===== src/rtl/clk_phase_pkg.sv =====
`timescale 1ns/1ps
package clk_phase_pkg;

  // Strobes handed from control to datapath each cycle
  typedef struct packed {
    logic load;     // take the start value as the next state
    logic flagSet;  // out-of-phase pulse seen
    logic flagClr;  // request to clear the flag
  } phaseStrobe_t;

  // Interpolation mode codes; the code doubles as the tap index
  typedef enum logic [2:0] {
    MODE_X1  = 3'd0,
    MODE_X2  = 3'd1,
    MODE_X4  = 3'd2,
    MODE_X8  = 3'd3,
    MODE_X8Z = 3'd4
  } interpMode_t;

endpackage


===== src/rtl/phase_datapath.sv =====
`timescale 1ns/1ps
module phase_datapath
  import clk_phase_pkg::*;
#(
  parameter int STATE_W = 5,
  parameter int MODE_W  = 3
) (
  input  logic               clk,
  input  logic               rstN,
  input  phaseStrobe_t       strobe,
  input  logic [STATE_W-1:0] startState,
  input  logic [MODE_W-1:0]  modeSel,
  output logic [STATE_W-1:0] cnt,
  output logic               selClk,
  output logic               phaseHit
);

  localparam int NUM_STATES = 1 << STATE_W;
  localparam logic [STATE_W-1:0] ONE = STATE_W'(1);

  logic [STATE_W-1:0] cntInc;

  assign cntInc   = cnt + ONE;          // wraps naturally at NUM_STATES
  assign phaseHit = (cntInc == startState);

  always_ff @(posedge clk or negedge rstN) begin
    if (!rstN) begin
      cnt <= '0;
    end else if (strobe.load) begin
      cnt <= startState;
    end else begin
      cnt <= cntInc;
    end
  end

  // Tap mux: codes beyond the last tap give a low clock
  always_comb begin
    selClk = 1'b0;
    for (int k = 0; k < STATE_W; k++) begin
      if (modeSel == MODE_W'(k)) selClk = cnt[k];
    end
  end

  // without a load the counter steps by one modulo NUM_STATES
  a_r2_advance: assert property (@(posedge clk) disable iff (!rstN)
    !strobe.load |=> (cnt == STATE_W'(($past(cnt) + 1) % NUM_STATES)));

  // a load makes the start value the state
  a_r3_load: assert property (@(posedge clk) disable iff (!rstN)
    strobe.load |=> (cnt == $past(startState)));

endmodule


===== src/rtl/phase_control.sv =====
`timescale 1ns/1ps
module phase_control
  import clk_phase_pkg::*;
(
  input  logic         clk,
  input  logic         rstN,
  input  logic         initPulse,
  input  logic         errClear,
  input  logic         phaseHit,
  output phaseStrobe_t strobe,
  output logic         aligned,
  output logic         misaligned
);

  always_comb begin
    strobe.load    = initPulse;
    strobe.flagSet = initPulse && aligned && !phaseHit;
    strobe.flagClr = errClear;
  end

  always_ff @(posedge clk or negedge rstN) begin
    if (!rstN) begin
      aligned <= 1'b0;
    end else if (initPulse) begin
      aligned <= 1'b1;
    end
  end

  // Set has priority over clear
  always_ff @(posedge clk or negedge rstN) begin
    if (!rstN) begin
      misaligned <= 1'b0;
    end else if (strobe.flagSet) begin
      misaligned <= 1'b1;
    end else if (strobe.flagClr) begin
      misaligned <= 1'b0;
    end
  end

  // the aligning pulse never raises the flag
  a_r4_first_quiet: assert property (@(posedge clk) disable iff (!rstN)
    (initPulse && !aligned) |=> (aligned && !misaligned));

  // the flag holds without a clear
  a_r6_sticky: assert property (@(posedge clk) disable iff (!rstN)
    (misaligned && !errClear) |=> misaligned);

  // a clear with no pulse empties the flag
  a_r7_clear: assert property (@(posedge clk) disable iff (!rstN)
    (errClear && !initPulse) |=> !misaligned);

  // an in-phase pulse does not change the flag
  a_r5_in_phase: assert property (@(posedge clk) disable iff (!rstN)
    (initPulse && phaseHit && !errClear) |=> $stable(misaligned));

endmodule


===== src/rtl/clk_phase_gen.sv =====
`timescale 1ns/1ps
module clk_phase_gen
  import clk_phase_pkg::*;
#(
  parameter int STATE_W = 5,
  parameter int MODE_W  = 3
) (
  input  logic               clk,
  input  logic               rstN,
  input  logic               initPulse,
  input  logic [STATE_W-1:0] startState,
  input  logic [MODE_W-1:0]  modeSel,
  input  logic               errClear,
  output logic [STATE_W-1:0] state,
  output logic [STATE_W-1:0] taps,
  output logic               selClk,
  output logic               aligned,
  output logic               misaligned
);

  phaseStrobe_t       strobe;
  logic               phaseHit;
  logic [STATE_W-1:0] cnt;

  phase_control u_ctrl (
    .clk       (clk),
    .rstN      (rstN),
    .initPulse (initPulse),
    .errClear  (errClear),
    .phaseHit  (phaseHit),
    .strobe    (strobe),
    .aligned   (aligned),
    .misaligned(misaligned)
  );

  phase_datapath #(
    .STATE_W(STATE_W),
    .MODE_W (MODE_W)
  ) u_dp (
    .clk       (clk),
    .rstN      (rstN),
    .strobe    (strobe),
    .startState(startState),
    .modeSel   (modeSel),
    .cnt       (cnt),
    .selClk    (selClk),
    .phaseHit  (phaseHit)
  );

  assign state = cnt;
  assign taps  = cnt;

  // invalid mode codes hold the selected clock low
  a_r9_invalid_low: assert property (@(posedge clk) disable iff (!rstN)
    (modeSel > MODE_W'(STATE_W - 1)) |-> !selClk);

endmodule


===== config.mk =====
export PLATFORM = sky130hd
export DESIGN_NAME = clk_phase_gen
export DESIGN_NICKNAME = d
export VERILOG_FILES = /design/src/rtl/clk_phase_pkg.sv /design/src/rtl/phase_datapath.sv /design/src/rtl/phase_control.sv /design/src/rtl/clk_phase_gen.sv
export SDC_FILE = /design/constraint.sdc
export NUM_CORES = 1
export LEC_CHECK = 0
export ABC_AREA = 1
export BUFFER_PORTS_ARGS = -buffer_cell sky130_fd_sc_hd__clkbuf_2
export CAP_MARGIN = 20
export CORE_MARGIN = 3
export CORE_UTILIZATION = 39
export DETAILED_ROUTE_END_ITERATION = 8
export GPL_ROUTABILITY_DRIVEN = 0
export PLACE_DENSITY = 0.8
export SETUP_SLACK_MARGIN = 0.4
export SLEW_MARGIN = 20
export SYNTH_ARGS = -nofsm -noshare
export SYNTH_HDL_FRONTEND = slang
export SYNTH_SLANG_ARGS = --single-unit

===== constraint.sdc =====
create_clock -name clk -period 1.2 [get_ports clk]
set_input_delay 0.12 -clock clk [delete_from_list [all_inputs] [get_ports clk]]
set_output_delay 0.12 -clock clk [all_outputs]
set_load 0.02 [all_outputs]

==> results of run 1 <==
==> layout make-up <==
type                    count  area share (%)
repair buffers             35           35.50
inverters                  14           5.801
clock buffers               4           2.901
flip-flops and latches      7           19.89
well taps                  14           1.934
multi-input cells          51           33.98
==> worst max-delay path by stage <==
stage / from / to / slack (ns) / depth (start not counted)
floorplan: u_dp.cnt[0] / u_ctrl.misaligned / -0.18 / 10
global placement: u_dp.cnt[1] / u_ctrl.misaligned / -0.10 / 10
detailed placement: u_dp.cnt[1] / u_ctrl.misaligned / -0.14 / 10
CTS: u_dp.cnt[0] / u_ctrl.misaligned / -0.28 / 11
global route: u_dp.cnt[0] / u_ctrl.misaligned / -0.36 / 11
finish: u_dp.cnt[0] / u_ctrl.misaligned / -0.25 / 11
==> what timing repair did <==
action,4_1_cts,5_1_grt
endpoints found under the hold margin,7,0
gates resized for setup,32,7
gates cloned,0,0
setup buffers,3,3
endpoints found under the setup margin,18,19
hold buffers,1,0
pin swaps,9,4
==> state kept, by name, summed over array words and instances (netlist names) <==
register           cells
u_ctrl.aligned         1
u_dp.cnt               5
u_ctrl.misaligned      1
==> Yosys cell counts <==
| library cell | count | area (um^2) |
|---|---|---|
| nand3b_1 | 1 | 7.510 |
| dfrtp_1 | 7 | 175.2 |
| ha_1 | 1 | 12.51 |
| a21oi_1 | 2 | 10.01 |
| clkbuf_1 | 1 | 3.750 |
| o21ai_0 | 1 | 5.000 |
| nor2_1 | 1 | 3.750 |
| nand3_1 | 5 | 25.02 |
| buf_4 | 5 | 37.54 |
| nand2_2 | 4 | 25.02 |
| nor2_4 | 1 | 11.26 |
| or2_1 | 1 | 6.260 |
| inv_2 | 3 | 11.26 |
| nand4_1 | 3 | 18.77 |
| o21ai_1 | 7 | 35.03 |
| nor2_2 | 1 | 6.260 |
| inv_1 | 11 | 41.29 |
| nand2_1 | 23 | 86.33 |
==> logic make-up (layout without fill, tap and decap cells) <==
group	count (synthesis)	count (layout)	share of synthesized area, %
buf+inv	20	53	17.99
compound gates	10	10	9.591
fa+ha+maj	1	1	2.398
simple gates	40	40	36.45
flops	7	7	33.57
==> power groups by stage <==
stage          Clock (mW)  Sequential [mW]  Combinational, mW
3_5_place_dp            0            0.299              0.347
6_report            0.222            0.300              0.496
2_1_floorplan           0            0.332              0.207
3_3_place_gp            0            0.297              0.341
5_1_grt             0.239            0.304              0.539
4_1_cts             0.230            0.297              0.464
==> worst min-delay path: stages <==
cell      delay (ns)
clkbuf_2        0.07
inv_1           0.03
nand2_1         0.04
nand2_1         0.05
==> per-layer routing <==
metal	up-vias	track usage (%)	part of all wire [%]
met5	-	0	0
li1	305	-	-
met2	21	31.00	55
met4	0	9.317	2.3
met3	5	4.292	4.8
met1	268	18.09	38
==> through the flow <==
stage	area [um^2]	TNS (ns)	util (%)	worst slack, ns	hold slack [ns]
2_1_floorplan	553.0	-0.1811	-	-0.1811	-0.1756
3_3_place_gp	679.4	-0.1584	57.28	-0.1050	-0.03225
3_5_place_dp	679.4	-0.2111	57.28	-0.1390	-0.02863
4_1_cts	868.3	-0.5180	73.21	-0.2788	0.08981
5_1_grt	905.9	-0.8049	76.37	-0.3632	0.1234
6_report	905.9	-0.5710	76.37	-0.2484	0.09434
==> impl_metrics.ini, run 1 <==
[global_route]
grt_max_degree = 13
grt_pass1_vias = 591
grt_pass1_wl_mm = 2.380
grt_use_total_pct = 17.28
antenna_found_initial = 0
overflow = 0

[power]
ir_drop_mv = 0.7207
clock_power_share_pct = 21.9
total_power_mw = 1.018
power.leakage_nw = 0.4722
p_per_area_nw_per_um2 = 1124
combPwrFrac_pct = 48.7
p_int_mw = 0.6442
p_sw_mw = 0.3737
switching_share_pct = 36.71
power_frac_seq_pct = 29.5

[critical_path]
crit_type = flip-flop to flip-flop
critPathMaxStageDelay_ns = 0.41
critPathMaxFanout = 2
worst_ep_arrival_time_ns = 1.60
endpoint_kind = flip-flop
crit_family = simple AND/OR/NAND/NOR gates
critPathSlowestCell = dfrtp_2
cp_cell_sequence = buf_6 -> ha_4 -> inv_2 -> nand2_2 -> nand2_2 -> nor2_4 -> nand3_2 -> nor2_2 -> nand3_1 -> nand2_1 -> nand2_1
r2r_slack_ns = -0.25
required_ns = 1.35
r2r_end = u_ctrl.misaligned
critPathBufInv = 2
critical_path.startpoint_type = flip-flop
reg2reg_depth = 11
reg2reg_from = u_dp.cnt[0]

[cts]
cts-root-buf = clkbuf_4
cts_made_buffers = 3
insertion_delay_ns = 0.26
cts.sinks = 7
cts.path.max_buffers = 2
htreeDepth = 1
cts_tree = yes
cts.clk_slew.worst_paths_ns = 0.06

[die]
num_rows = 12
initial_core_util_pct = 43.99
chipHeight_um = 42.58
dieArea_um2 = 1813
coreArea_um2 = 1186
boundaryPins = 25
die_w_um = 42.58

[timing]
setup_viol = 4
slew_viol_final = 0
rsz0062_at_grt = true
fin_crit_sh_pct = 120.7
final.setup_skew_ns = 0.002236
fmax_ghz = 0.6904
hold_violations = 0
slew_headroom_pct = 83.54
tightestPinTransition_ns = 0.2469
finalWorstSetupSlack_ns = -0.2484
period_minus_slack_ns = 1.448

[worst_hold_path]
holdPathEnd = u_ctrl.misaligned
min_from = errClear
hold_path_class = primary input to flip-flop
hold_path_depth = 4

[logic_synthesis]
synthCells = 78
ys_seq_elements = 7
syn_nets = 91
yosysUniqueCellTypes = 18
avgSynthCellArea_um2 = 6.689
ys_warn_count = 0
synth_seq_area_share_pct = 33.57
netlist_area_um2 = 521.8

[final_layout]
multi_input_area_um2 = 307.8
mostFrequentLayoutCell = nand2_1
synthToLayoutAreaGrowth_pct = 73.62
fill_cells = 88
num_antenna_cells = 0
layout-drive-gt1-share_pct = 58.56
layout.nets = 125
mostFrequentLayoutCells = nand2_1 (20), clkbuf_2 (13)
finalNonFillerCells = 125
seqCellArea_um2 = 180.2

[outcome]
outcome = finished, violations left
violations = negative setup slack

[detailed_routing]
wire_per_inst_um = 11.58
routed_via_density = 4.792
dr.pass1.iters = 2
drcViolationCount = 0
antenna_left = 0
drtIter0Drc = 3
dr_total_vias = 599
finalWirelength_mm = 1.448

[placement]
dp_cells = 114
hpwl_um = 942.2
port_buffers = 24

[run]
cap_viol_max_count = 0
Power figures use the tool's default switching activity.
==> run 2: changes to the inputs <==
Settings changed: ABC_AREA 1 to 0, CORE_AREA set to 3 3 40 42, CORE_MARGIN 3 to unset, CORE_UTILIZATION 39 to unset, DIE_AREA set to 0 0 43 45, PLACE_DENSITY 0.8 to 0.75, SKIP_LAST_GASP set to 1.
==> run 2 against run 1 <==
  * The flow still finishes with violations (negative setup slack)
  * Cell area up 13%
  * Register-to-register slack worse by 0.05 ns
  * Largest power group unchanged
  * Utilization up 3.5 points
  * Via count down 21%
==> impl_metrics.ini, run 2 <==
[logic_synthesis]
ys_seq_elements = 7
yosysUniqueCellTypes = 18
syn_nets = 55
yosys.area.top_type_share_pct = 37.63
yosysTopAreaCell = dfrtp_1
synth_area_leaders = dfrtp_1 (38%), buf_4 (8.1%), xnor2_1 (7.5%)
synth_ff_type = dfrtp_1
async_reset_ff_share_pct = 100.0
synth_edf_count = 0
synthTopCellsByCount = dfrtp_1 (7), buf_4 (5), xnor2_1 (4)
ys_warn_count = 0
synth_most_common_cell = dfrtp_1
avgSynthCellArea_um2 = 11.08
synthCells = 42
synth_seq_area_share_pct = 37.63
netlist_area_um2 = 465.4

[placement]
post_dp_cell_area_um2 = 654.4
hpwl_um = 770.9
port_buffers = 24
place_ws_ns = -0.1924

[final_layout]
mostFrequentLayoutCells = buf_6 (16), clkbuf_2 (12), buf_8 (7), dfrtp_2 (6)
largest_registers = u_dp.cnt: 5 flops, u_ctrl.aligned: 1 flops, u_ctrl.misaligned: 1 flops
regMostFlops = u_dp.cnt
mostFrequentLayoutCell = buf_6
final_core_util_pct = 79.84
layout-drive-gt1-share_pct = 81.18
largest_reg_flops = 5
design_area_um2 = 1026
num_antenna_cells = 0
layout.nets = 99
synthToLayoutAreaGrowth_pct = 120.4

[timing]
fin_crit_sh_pct = 127.3
rsz0062_at_grt = true
setup_viol = 11
final.setup_skew_ns = 0.0007182
finalWorstSetupSlack_ns = -0.3273
slew_headroom_pct = 83.79
period_minus_slack_ns = 1.527
tightestPinTransition_ns = 0.2414
slew_viol_final = 0
tns_ns = -1.499
hold_violations = 0
fmax_ghz = 0.6547

[power]
ir_drop_mv = 0.9966
total_power_mw = 1.431
p_per_area_nw_per_um2 = 1394
power.leakage_nw = 0.4753

[cts]
htreeDepth = 1
cts_tree = yes
cts.sinks = 7
cts.clk_slew.worst_paths_ns = 0.05
cts_made_buffers = 3
insertion_delay_ns = 0.26
cts.path.max_buffers = 2
cts-root-buf = clkbuf_4

[critical_path]
r2r_end = u_ctrl.misaligned
crit_type = flip-flop to primary output
critPathBufInv = 2
critPathMaxFanout = 2
critical_path.startpoint_type = flip-flop
reg2reg_from = u_dp.cnt[0]
reg2reg_depth = 6
critPathMaxStageDelay_ns = 0.48
crit_family = multiplexers
worst_ep_arrival_time_ns = 1.41
r2r_slack_ns = -0.30
cp_cell_sequence = mux4_2 -> inv_2 -> o21ai_2 -> clkbuf_8
critPathSlowestCell = mux4_2
endpoint_kind = primary output
required_ns = 1.08

[detailed_routing]
drcViolationCount = 0
wire_per_inst_um = 15.87
dr_total_vias = 472
drtIter0Drc = 13
antenna_left = 0
routed_via_density = 4.720
finalWirelength_mm = 1.587
dr.pass1.iters = 2

[die]
dieArea_um2 = 1935
die_w_um = 43
initial_core_util_pct = 36.22
chipHeight_um = 45
coreArea_um2 = 1285
num_rows = 13
boundaryPins = 25

[worst_hold_path]
min_from = startState[0]
hold_path_class = primary input to flip-flop
holdPathEnd = u_dp.cnt[0]
hold_path_depth = 3

[global_route]
grt_pass1_wl_mm = 2.366
overflow = 0
grt_pass1_vias = 506
antenna_found_initial = 0
grt_max_degree = 10
grt_use_total_pct = 16.58

[run]
cap_viol_max_count = 0

[outcome]
outcome = finished, violations left
violations = negative setup slack
[run 2: cells by family (layout without fill, tap and decap cells)]
group                    after synthesis  count (layout)  share of synthesized area [%]
XOR/XNOR                               9               9                          21.77
AND/OR/NAND/NOR                        9               9                          9.142
buffers and inverters                  8              51                          10.48
flip-flops                             7               7                          37.63
AO/OA/AOI/OAI                          4               4                          5.375
multiplexers                           4               4                          12.90
adder cells (fa/ha/maj)                1               1                          2.688
[run 2: worst max path at each step]
stage / startpoint / to / slack, ns / depth (start not counted)
floorplan: u_dp.cnt[0] / u_ctrl.misaligned / -0.22 / 5
global placement: u_dp.cnt[0] / u_ctrl.misaligned / -0.19 / 5
detailed placement: u_dp.cnt[0] / u_ctrl.misaligned / -0.19 / 5
CTS: u_dp.cnt[3] / selClk / -0.31 / 4
global route: u_dp.cnt[3] / selClk / -0.37 / 4
finish: u_dp.cnt[3] / selClk / -0.33 / 4
[run 2: power breakdown]
group / switching [mW] / internal (mW) / leakage [nW]
clock network: 0.0952 / 0.127 / 0.0150
logic: 0.371 / 0.533 / 0.387
registers: 0.0282 / 0.275 / 0.0731
[run 2: per-layer routing]
layer / GRT usage (%) / up-vias / routed length [um]
li1: - / 222 / -
met1: 21.39 / 223 / 648
met2: 27.54 / 24 / 804
met3: 2.789 / 3 / 113
met4: 7.229 / 0 / 22
met5: 0 / - / 0
[run 2: area by class of cell]
| cell class | instances | area (um^2) |
|---|---|---|
| tap | 15 | 18.77 |
| timing repair buffer | 45 | 460.4 |
| inverter | 2 | 7.507 |
| fill | 64 | 259.0 |
| clock buffer | 4 | 26.28 |
| sequential | 7 | 182.7 |
| multi-input combinational | 27 | 330.3 |
[run 2: stage by stage]
stage	cells	hold slack, ns
floorplan	42	-0.1756
global placement	83	-0.03268
detailed placement	83	-0.03109
CTS	97	0.1024
global route	100	0.1086
finish	100	0.1023
[run 2: repair_timing]
| action | CTS | global route |
|---|---|---|
| gates resized for setup | 32 | 26 |
| setup endpoints to repair | 19 | 20 |
| endpoints found under the hold margin | 7 | 0 |
| hold buffers | 1 | 0 |
| setup buffers | 9 | 3 |
| pin swaps | 4 | 4 |
[run 2: worst min-delay path: stages]
cell      delay [ns]
clkbuf_2        0.09
nand2_1         0.07
o21ai_2         0.05
==> run 3: changes to the inputs <==
Settings changed: HOLD_SLACK_MARGIN set to 0.06, SETUP_SLACK_MARGIN 0.4 to unset.
==> run 3 against run 2 <==
  * The run still ends with negative setup slack left
  * Critical endpoint is now u_ctrl.misaligned
  * Largest power group unchanged
  * Via count decreased by 1.7%
  * Global-route usage down 2.6 points
  * Clock power down 3%
  * Hold slack gained 0.010 ns
  * Highest routed layer unchanged
  * Largest cell class unchanged
==> impl_metrics.ini, run 3 (synthesis gave the netlist of run 2 again) <==
[cts]
cts.sinks = 7
cts-root-buf = clkbuf_4
htreeDepth = 1
cts_tree = yes
cts_made_buffers = 3
cts.clk_slew.worst_paths_ns = 0.05
insertion_delay_ns = 0.25
cts.path.max_buffers = 2

[die]
coreArea_um2 = 1285
boundaryPins = 25
initial_core_util_pct = 36.22
die_w_um = 43
chipHeight_um = 45
num_rows = 13
dieArea_um2 = 1935

[critical_path]
r2r_slack_ns = -0.35
crit_family = flip-flops
crit_type = flip-flop to flip-flop
critPathSlowestCell = dfrtp_2
cp_cell_sequence = buf_4 -> ha_4 -> xor2_2 -> xnor2_1 -> nand4_1 -> a32o_1
critPathMaxFanout = 3
critical_path.startpoint_type = flip-flop
reg2reg_from = u_dp.cnt[1]
critPathBufInv = 1
worst_ep_arrival_time_ns = 1.69
required_ns = 1.34
endpoint_kind = flip-flop
critPathLaunch = u_dp.cnt[1]
critPathMaxStageDelay_ns = 0.40

[power]
power.leakage_nw = 0.4000
p_per_area_nw_per_um2 = 1414
ir_drop_mv = 0.5542

[detailed_routing]
finalWirelength_mm = 1.251
dr_total_vias = 464
routed_via_density = 4.833
antenna_left = 0
drtIter0Drc = 2
dr.pass1.iters = 4
wire_per_inst_um = 13.03
drcViolationCount = 0

[outcome]
violations = negative setup slack
outcome = finished, violations left

[timing]
fmax_ghz = 0.6450
final.setup_skew_ns = 0.004208
period_minus_slack_ns = 1.550
rsz0062_at_grt = true
hold_violations = 0
setup_viol = 9
finalWorstSetupSlack_ns = -0.3503
fin_crit_sh_pct = 129.2
slew_headroom_pct = 82.92
slew_viol_final = 0
tightestPinTransition_ns = 0.2544

[final_layout]
mostFrequentLayoutCells = clkbuf_2 (17), buf_4 (13), buf_6 (9), dfrtp_2 (4)
design_area_um2 = 825.8
largest_reg_flops = 5
layout.nets = 95
largest_registers = u_dp.cnt: 5 flops, u_ctrl.aligned: 1 flops, u_ctrl.misaligned: 1 flops
synthToLayoutAreaGrowth_pct = 77.42
num_antenna_cells = 0
final_core_util_pct = 64.26
regMostFlops = u_dp.cnt
mostFrequentLayoutCell = clkbuf_2
finalNonFillerCells = 96
layout-drive-gt1-share_pct = 72.84

[global_route]
grt_use_total_pct = 13.98
antenna_found_initial = 0
overflow = 0
grt_pass1_vias = 462
grt_pass1_wl_mm = 1.959
grt_max_degree = 10

[placement]
dp_cells = 83
place_ws_ns = -0.2120
port_buffers = 24
hpwl_um = 886.1
post_dp_cell_area_um2 = 651.9

[worst_hold_path]
hold_path_class = primary input to flip-flop
min_from = startState[4]

[run]
cap_viol_max_count = 0
==> run 3: worst register-to-register path, stage by stage, from the launching register on <==
cell and delay (ns):
dfrtp_2 0.40, buf_4 0.15, ha_4 0.16, xor2_2 0.15
xnor2_1 0.21, nand4_1 0.11, a32o_1 0.26
==> run 3: report_power, final <==
group | internal, mW | switching (mW)
sequential | 0.274 | 0.0246
combinational | 0.358 | 0.294
clock | 0.127 | 0.0889
total | 0.760 | 0.408
==> run 3: timing repair <==
item / 4_1_cts / 5_1_grt
gates cloned: 0 / 0
pin swaps: 2 / 7
endpoints found under the hold margin: 7 / 0
gates resized for setup: 7 / 23
hold buffers: 1 / 0
setup buffers: 5 / 4
endpoints found under the setup margin: 3 / 13
==> run 3: worst paths after layout <==
check | end | cells after the start
setup reg to reg | u_ctrl.misaligned | 6
min in group asynchronous | u_dp.cnt[4] | 2
max in group asynchronous | u_dp.cnt[1] | 2
hold reg to reg | u_ctrl.misaligned | 1
hold / removal | u_dp.cnt[4] | 3
setup / recovery | u_ctrl.misaligned | 6
==> run 3: layout make-up <==
| class | instances | area, um^2 |
|---|---|---|
| clock buffer | 4 | 26.28 |
| timing repair buffer | 41 | 307.8 |
| multi-input combinational | 27 | 285.3 |
| tap | 15 | 18.77 |
| sequential | 7 | 180.2 |
| inverter | 2 | 7.507 |
| fill | 103 | 459.2 |
==> run 3: routing by layer <==
layer  vias up  wire, um  track usage (%)
li1        216         -                -
met1       220       413            15.96
met2        24       729            23.05
met3         4        86            5.179
met4         0        23            7.229
met5         -         0                0
==> run 3: per-stage QoR <==
stage,TNS [ns],hold WS [ns],total power [mW]
floorplan,-0.2931,-0.1756,0.6416
global placement,-0.3036,-0.03222,0.7729
detailed placement,-0.3792,-0.03226,0.7868
CTS,-1.210,0.1126,1.086
global route,-1.539,0.1349,1.241
finish,-1.096,0.1124,1.168
